===== src/rtl/boot_lock_pkg.sv =====
package boot_lock_pkg;

  localparam logic [31:0] CODE_L1 = 32'h1234_5678;
  localparam logic [31:0] CODE_L2 = 32'h8765_4321;
  localparam logic [31:0] CODE_L3 = 32'h4321_8765;

  typedef enum logic [2:0] {
    ST_IDLE,
    ST_REQ,
    ST_WAIT_DATA,
    ST_COMPARE,
    ST_WRITE_LOCK,
    ST_DONE
  } seq_state_t;

  typedef enum logic [1:0] {
    LVL_NONE = 2'd0,
    LVL_ONE  = 2'd1,
    LVL_TWO  = 2'd2,
    LVL_THREE = 2'd3
  } prot_lvl_t;

  // Level classification of a fetched protection word.
  function automatic prot_lvl_t classify(input logic [31:0] w);
    if (w == CODE_L1)      return LVL_ONE;
    else if (w == CODE_L2) return LVL_TWO;
    else if (w == CODE_L3) return LVL_THREE;
    else                   return LVL_NONE;
  endfunction

  // Value written into the debug-control register for a given word.
  function automatic logic [31:0] lock_value(input logic [31:0] w);
    if (w == CODE_L1 || w == CODE_L3) return CODE_L2;
    else                              return w;
  endfunction

  // Debug access is open unless the stored value is the level-2 code.
  function automatic logic debug_open(input logic [31:0] stored);
    return stored != CODE_L2;
  endfunction

endpackage


===== src/rtl/bl_fetch.sv =====
module bl_fetch #(
  parameter int WORD_W = 32
) (
  input  logic              clk,
  input  logic              rst_n,
  input  logic              issue,
  input  logic              waiting,
  input  logic              mem_valid,
  input  logic [WORD_W-1:0] mem_rdata,
  output logic              mem_req,
  output logic              word_ok,
  output logic [WORD_W-1:0] word_q
);

  assign mem_req = issue;
  assign word_ok = waiting & mem_valid;

  always_ff @(posedge clk or negedge rst_n) begin
    if (!rst_n)       word_q <= '0;
    else if (word_ok) word_q <= mem_rdata;
  end

  // the request is a single-cycle pulse
  a_r1_req_single: assert property (@(posedge clk) disable iff (!rst_n)
    mem_req |=> !mem_req);

  // captured word changes only on an accepted beat
  a_r10_word_hold: assert property (@(posedge clk) disable iff (!rst_n)
    !word_ok |=> $stable(word_q));

endmodule


===== src/rtl/bl_decide.sv =====
module bl_decide
  import boot_lock_pkg::*;
#(
  parameter int WORD_W = 32
) (
  input  logic              clk,
  input  logic              rst_n,
  input  logic              eval,
  input  logic [WORD_W-1:0] word,
  output prot_lvl_t         level_q,
  output logic [WORD_W-1:0] lock_val_q
);

  always_ff @(posedge clk or negedge rst_n) begin
    if (!rst_n) begin
      level_q    <= LVL_NONE;
      lock_val_q <= '0;
    end else if (eval) begin
      level_q    <= classify(word);
      lock_val_q <= lock_value(word);
    end
  end

  // a level-1 or level-3 word never yields its own code as lock value
  a_r3_convert: assert property (@(posedge clk) disable iff (!rst_n)
    (level_q == LVL_ONE || level_q == LVL_THREE) |-> lock_val_q == CODE_L2);

  // level changes only on the evaluation cycle
  a_r9_level_latch: assert property (@(posedge clk) disable iff (!rst_n)
    !eval |=> $stable(level_q));

endmodule


===== src/rtl/bl_lockreg.sv =====
module bl_lockreg
  import boot_lock_pkg::*;
#(
  parameter int WORD_W = 32
) (
  input  logic              clk,
  input  logic              rst_n,
  input  logic              wr,
  input  logic [WORD_W-1:0] wdata,
  output logic [WORD_W-1:0] lock_q,
  output logic              dbg_en_q
);

  always_ff @(posedge clk or negedge rst_n) begin
    if (!rst_n) begin
      lock_q   <= '0;
      dbg_en_q <= 1'b0;
    end else if (wr) begin
      lock_q   <= wdata;
      dbg_en_q <= debug_open(wdata);
    end
  end

  // register is written only by the write strobe
  a_r8_lock_stable: assert property (@(posedge clk) disable iff (!rst_n)
    !wr |=> $stable(lock_q) && $stable(dbg_en_q));

endmodule


===== src/rtl/boot_dbg_lock.sv =====
module boot_dbg_lock
  import boot_lock_pkg::*;
#(
  parameter int          ADDR_W    = 32,
  parameter logic [31:0] PROT_ADDR = 32'h0000_02FC
) (
  input  logic              clk,
  input  logic              por_n,
  output logic              mem_req,
  output logic [ADDR_W-1:0] mem_addr,
  input  logic              mem_valid,
  input  logic [31:0]       mem_rdata,
  output logic [31:0]       lock_reg,
  output logic              dbg_en,
  output logic [1:0]        prot_level,
  output logic              boot_done
);

  localparam int WORD_W = 32;

  seq_state_t state_q, state_d;

  // Named internal events
  logic ev_issue, ev_wait, ev_word_ok, ev_eval, ev_write;
  logic [WORD_W-1:0] fetched_word, lock_val;
  prot_lvl_t level;

  assign ev_issue = (state_q == ST_REQ);
  assign ev_wait  = (state_q == ST_WAIT_DATA);
  assign ev_eval  = (state_q == ST_COMPARE);
  assign ev_write = (state_q == ST_WRITE_LOCK);

  always_comb begin
    state_d = state_q;
    unique case (state_q)
      ST_IDLE:       state_d = ST_REQ;
      ST_REQ:        state_d = ST_WAIT_DATA;
      ST_WAIT_DATA:  if (ev_word_ok) state_d = ST_COMPARE;
      ST_COMPARE:    state_d = ST_WRITE_LOCK;
      ST_WRITE_LOCK: state_d = ST_DONE;
      ST_DONE:       state_d = ST_DONE;
      default:       state_d = ST_IDLE;
    endcase
  end

  always_ff @(posedge clk or negedge por_n) begin
    if (!por_n) state_q <= ST_IDLE;
    else        state_q <= state_d;
  end

  bl_fetch #(.WORD_W(WORD_W)) u_fetch (
    .clk       (clk),
    .rst_n     (por_n),
    .issue     (ev_issue),
    .waiting   (ev_wait),
    .mem_valid (mem_valid),
    .mem_rdata (mem_rdata),
    .mem_req   (mem_req),
    .word_ok   (ev_word_ok),
    .word_q    (fetched_word)
  );

  bl_decide #(.WORD_W(WORD_W)) u_decide (
    .clk        (clk),
    .rst_n      (por_n),
    .eval       (ev_eval),
    .word       (fetched_word),
    .level_q    (level),
    .lock_val_q (lock_val)
  );

  bl_lockreg #(.WORD_W(WORD_W)) u_lockreg (
    .clk      (clk),
    .rst_n    (por_n),
    .wr       (ev_write),
    .wdata    (lock_val),
    .lock_q   (lock_reg),
    .dbg_en_q (dbg_en)
  );

  assign mem_addr   = PROT_ADDR[ADDR_W-1:0];
  assign prot_level = level;
  assign boot_done  = (state_q == ST_DONE);

  // debug stays closed until the sequence has finished
  a_r7_closed_early: assert property (@(posedge clk) disable iff (!por_n)
    !boot_done |-> !dbg_en);

  // enable agrees with the stored register
  a_r6_enable_match: assert property (@(posedge clk) disable iff (!por_n)
    boot_done |-> dbg_en == (lock_reg != CODE_L2));

  // completion flag holds and no further request is made
  a_r8_done_hold: assert property (@(posedge clk) disable iff (!por_n)
    boot_done |=> boot_done);
  a_r8_no_req_after: assert property (@(posedge clk) disable iff (!por_n)
    boot_done |-> !mem_req);

  // the register is written the cycle after the level is latched
  a_r9_order: assert property (@(posedge clk) disable iff (!por_n)
    ev_eval |=> ev_write);

  // requests carry the protection word address
  a_r1_addr: assert property (@(posedge clk) disable iff (!por_n)
    mem_req |-> mem_addr == PROT_ADDR[ADDR_W-1:0]);

endmodule


===== config.mk =====
export PLATFORM = sky130hd
export DESIGN_NAME = boot_dbg_lock
export DESIGN_NICKNAME = d
export VERILOG_FILES = /design/src/rtl/boot_lock_pkg.sv /design/src/rtl/bl_fetch.sv /design/src/rtl/bl_decide.sv /design/src/rtl/bl_lockreg.sv /design/src/rtl/boot_dbg_lock.sv
export SDC_FILE = /design/constraint.sdc
export NUM_CORES = 1
export LEC_CHECK = 0
export BUFFER_PORTS_ARGS = -buffer_cell sky130_fd_sc_hd__buf_4
export CORE_MARGIN = 2
export CORE_UTILIZATION = 50
export DETAILED_ROUTE_END_ITERATION = 6
export PLACE_DENSITY = 0.74
export SYNTH_ARGS = -nofsm -noshare
export SYNTH_HDL_FRONTEND = slang
export SYNTH_SLANG_ARGS = --single-unit
export TNS_END_PERCENT = 10

===== constraint.sdc =====
create_clock -name clk -period 2.1 [get_ports clk]
set_clock_uncertainty 0.2 [all_clocks]
set_input_delay 0.42 -clock clk [delete_from_list [all_inputs] [get_ports clk]]
set_output_delay 0.42 -clock clk [all_outputs]
set_load 0.05 [all_outputs]

==> impl_results.md <==
- CTS Buffer Depth: 2
- Setup repair after global routing missed its margin: no
- Critical path fanouts, max: 7
- DIE WIDTH: 98.08 µm
- Actual slew at the worst max-slew pin: 0.5203 ns
- Setup Crit Path Kind: flip-flop to output pin
- Die area: 9620 µm²
- Arrival @ worst endpoint: 1.36 ns
- DRC errors left: 0
- I/O Buffers: 71
- Tmin final: 1.982 ns
- Static Leak: 2.464 nW
- Max-slew violation count: 0
- Post-DRT Antenna Nets: 0
- Synth top area share: 0.5768
- Most frequent cells in the layout: 102 x dfrtp_1, 79 x buf_4, 77 x mux2_2, 32 x conb_1
- Synth top area cells: dfrtp_1 58%, mux2_2 20%, buf_4 5.9%
- Hold Slack: 0.08754 ns
- 1st-iter DRT viols: 128
- Mapped cell area: 4425 µm²
- CP Launch Type: flip-flop
- Synth-to-layout area growth: 19.23%
- Hold WC Path Type: input pin to flip-flop
- Clock Pin Slew Worst Setup and Hold Paths: 0.08 ns
- CTS tree: yes
- Share of layout cells above drive strength 1: 0.4366
- Worst Path Required: 1.48 ns
- Count of final hold-check violations: 0
- Htree depth: 3
- Synth cell types: 34
- Num CTS Buffers: 9
- Rel. slew slack: 0.6531
- Multi-input logic area: 1673 µm²
- Clk sinks: 102
- Power per cell area: 1654 nW/µm²
- Most common cell after layout, fill and taps aside: dfrtp_1
- Fraction of registers with async set/reset: 1.000
- Worst VDD drop: 0.0006728 V
- Final setup TNS: 0 ns
- Final wirelength: 8978 µm
- Starting density of the core: 0.5125
- Global-route congestion overflow total: 0
- Post-synth top area cell: dfrtp_1
- CTS Root Cell: clkbuf_8
- # setup viols final: 0
- Via count: 2826
- Syn Inst Count: 344
- GRT Resource Usage Total: 0.1973
- Gpl congestion: 0.8544
- Initial antenna violation count: 0
- Clk_lat worst skew: 0.36 ns
- R2R cell count: 5
- Synth Register Bits: 102
- Most common flop cell mapped by yosys: dfrtp_1
- Total power: 8.724 mW
- Drt pass-1 iters: 4
- Hold Path Cell Cnt: 2
- Largest net degree at the start of global routing: 40
- Diodes inserted: 0
- Worst reg2reg setup slack: 0.17 ns
- Via density: 5.292
- Final #Nets: 456
- First-pass GRT wire length: 14900 µm
- Fmax: 504.6 MHz
- Yosys warns: 0
- Sequential share of the synthesized area: 0.5768
- Vias in the first global route: 2856
- Filler Cell Count: 714
- HPWL after DPL: 6577 µm
- WL/cell: 16.81 µm
- Final Util: 0.6110
- FF+latch area: 2552 µm²
- Vert. Die Dim: 98.08 µm
- Outcome: complete, no violations
- Crit. End Element: output pin
- Period utilization: 0.9438
- Max-cap violations: 0
- Io pins: 104
- Core Rows: 34
- Number of flops mapped to enable cells by yosys: 0
- Avg Inst Size Synth: 12.86 µm²
- Core Area: 8636 µm²
worst paths after layout:
path                                     start                      end
setup / recovery                    state_q[1]                boot_done
hold / removal                    mem_rdata[0]        u_fetch.word_q[0]
setup reg to reg            u_fetch.word_q[17]  u_decide.lock_val_q[28]
hold reg to reg            u_decide.level_q[0]      u_decide.level_q[0]
max in group asynchronous                por_n       u_fetch.word_q[26]
min in group asynchronous                por_n               state_q[2]
layer usage:
layer / global-route usage / share of wire
met1: 0.2738 / 0.44
met2: 0.3135 / 0.49
met3: 0.05011 / 0.061
met4: 0.05235 / 0.0078
met5: 0 / 0
Yosys cell counts, types with 2 or more instances:
library cell	n
dfrtp_1	102
mux2_2	77
buf_4	35
nand2_1	29
nand3_1	29
a21oi_1	12
clkbuf_1	6
nor2_1	6
buf_2	5
nor4bb_1	5
nand3b_1	4
and4bb_2	3
nand4_1	3
nor3_1	3
conb_1	2
nand2b_1	2
nor4_1	2
nor4b_1	2
or4_1	2
through the flow:
step	instances	cell area (µm²)	setup slack [ns]
after floorplan	374	4543	0.1217
after global placement	517	5016	0.1567
after detailed placement	517	5016	0.07944
after CTS	534	5275	0.06877
after global routing	534	5276	0.008735
final	534	5276	0.1181
repair_timing:
action	4_1_cts	5_1_grt
endpoints found under the setup margin	0	10
buffers inserted	0	0
gates resized for setup	0	1
hold buffers	1	0
endpoints found under the hold margin	35	0
sequential cells by signal (all words and copies together) (netlist names):
register and cells:
u_lockreg.dbg_en_q 1, state_q 3, u_fetch.word_q 32, u_decide.lock_val_q 32
u_decide.level_q 2, u_lockreg.lock_q 32
final cells by class:
| type | count | share of cell area |
|---|---|---|
| multi-input cells | 224 | 0.3170 |
| clock buffers | 13 | 0.03012 |
| well taps | 108 | 0.02561 |
| inverters | 1 | 0.0007114 |
| repair buffers | 83 | 0.1257 |
| flip-flops and latches | 102 | 0.4838 |
| clock inverters | 3 | 0.01707 |
cell families after synthesis:
family / synth area share
other cells: 0.001697
xor+xnor: 0.001979
simple gates: 0.1303
buf+inv: 0.07351
compound gates: 0.01979
flops: 0.5768
mux: 0.1959
power by group:
part	leakage (nW)	switching [mW]	total, mW	internal, mW
logic	1.08	2.09	3.62	1.53
registers	1.26	0.748	3.62	2.87
clock network	0.124	0.623	1.48	0.858
total	2.46	3.46	8.72	5.26
critical path: stages (launching register included):
cell and delay, ns:
dfrtp_1 0.48, nand2b_1 0.23, nor2_1 0.10, buf_4 0.20
(Power assumes the default switching activity.)
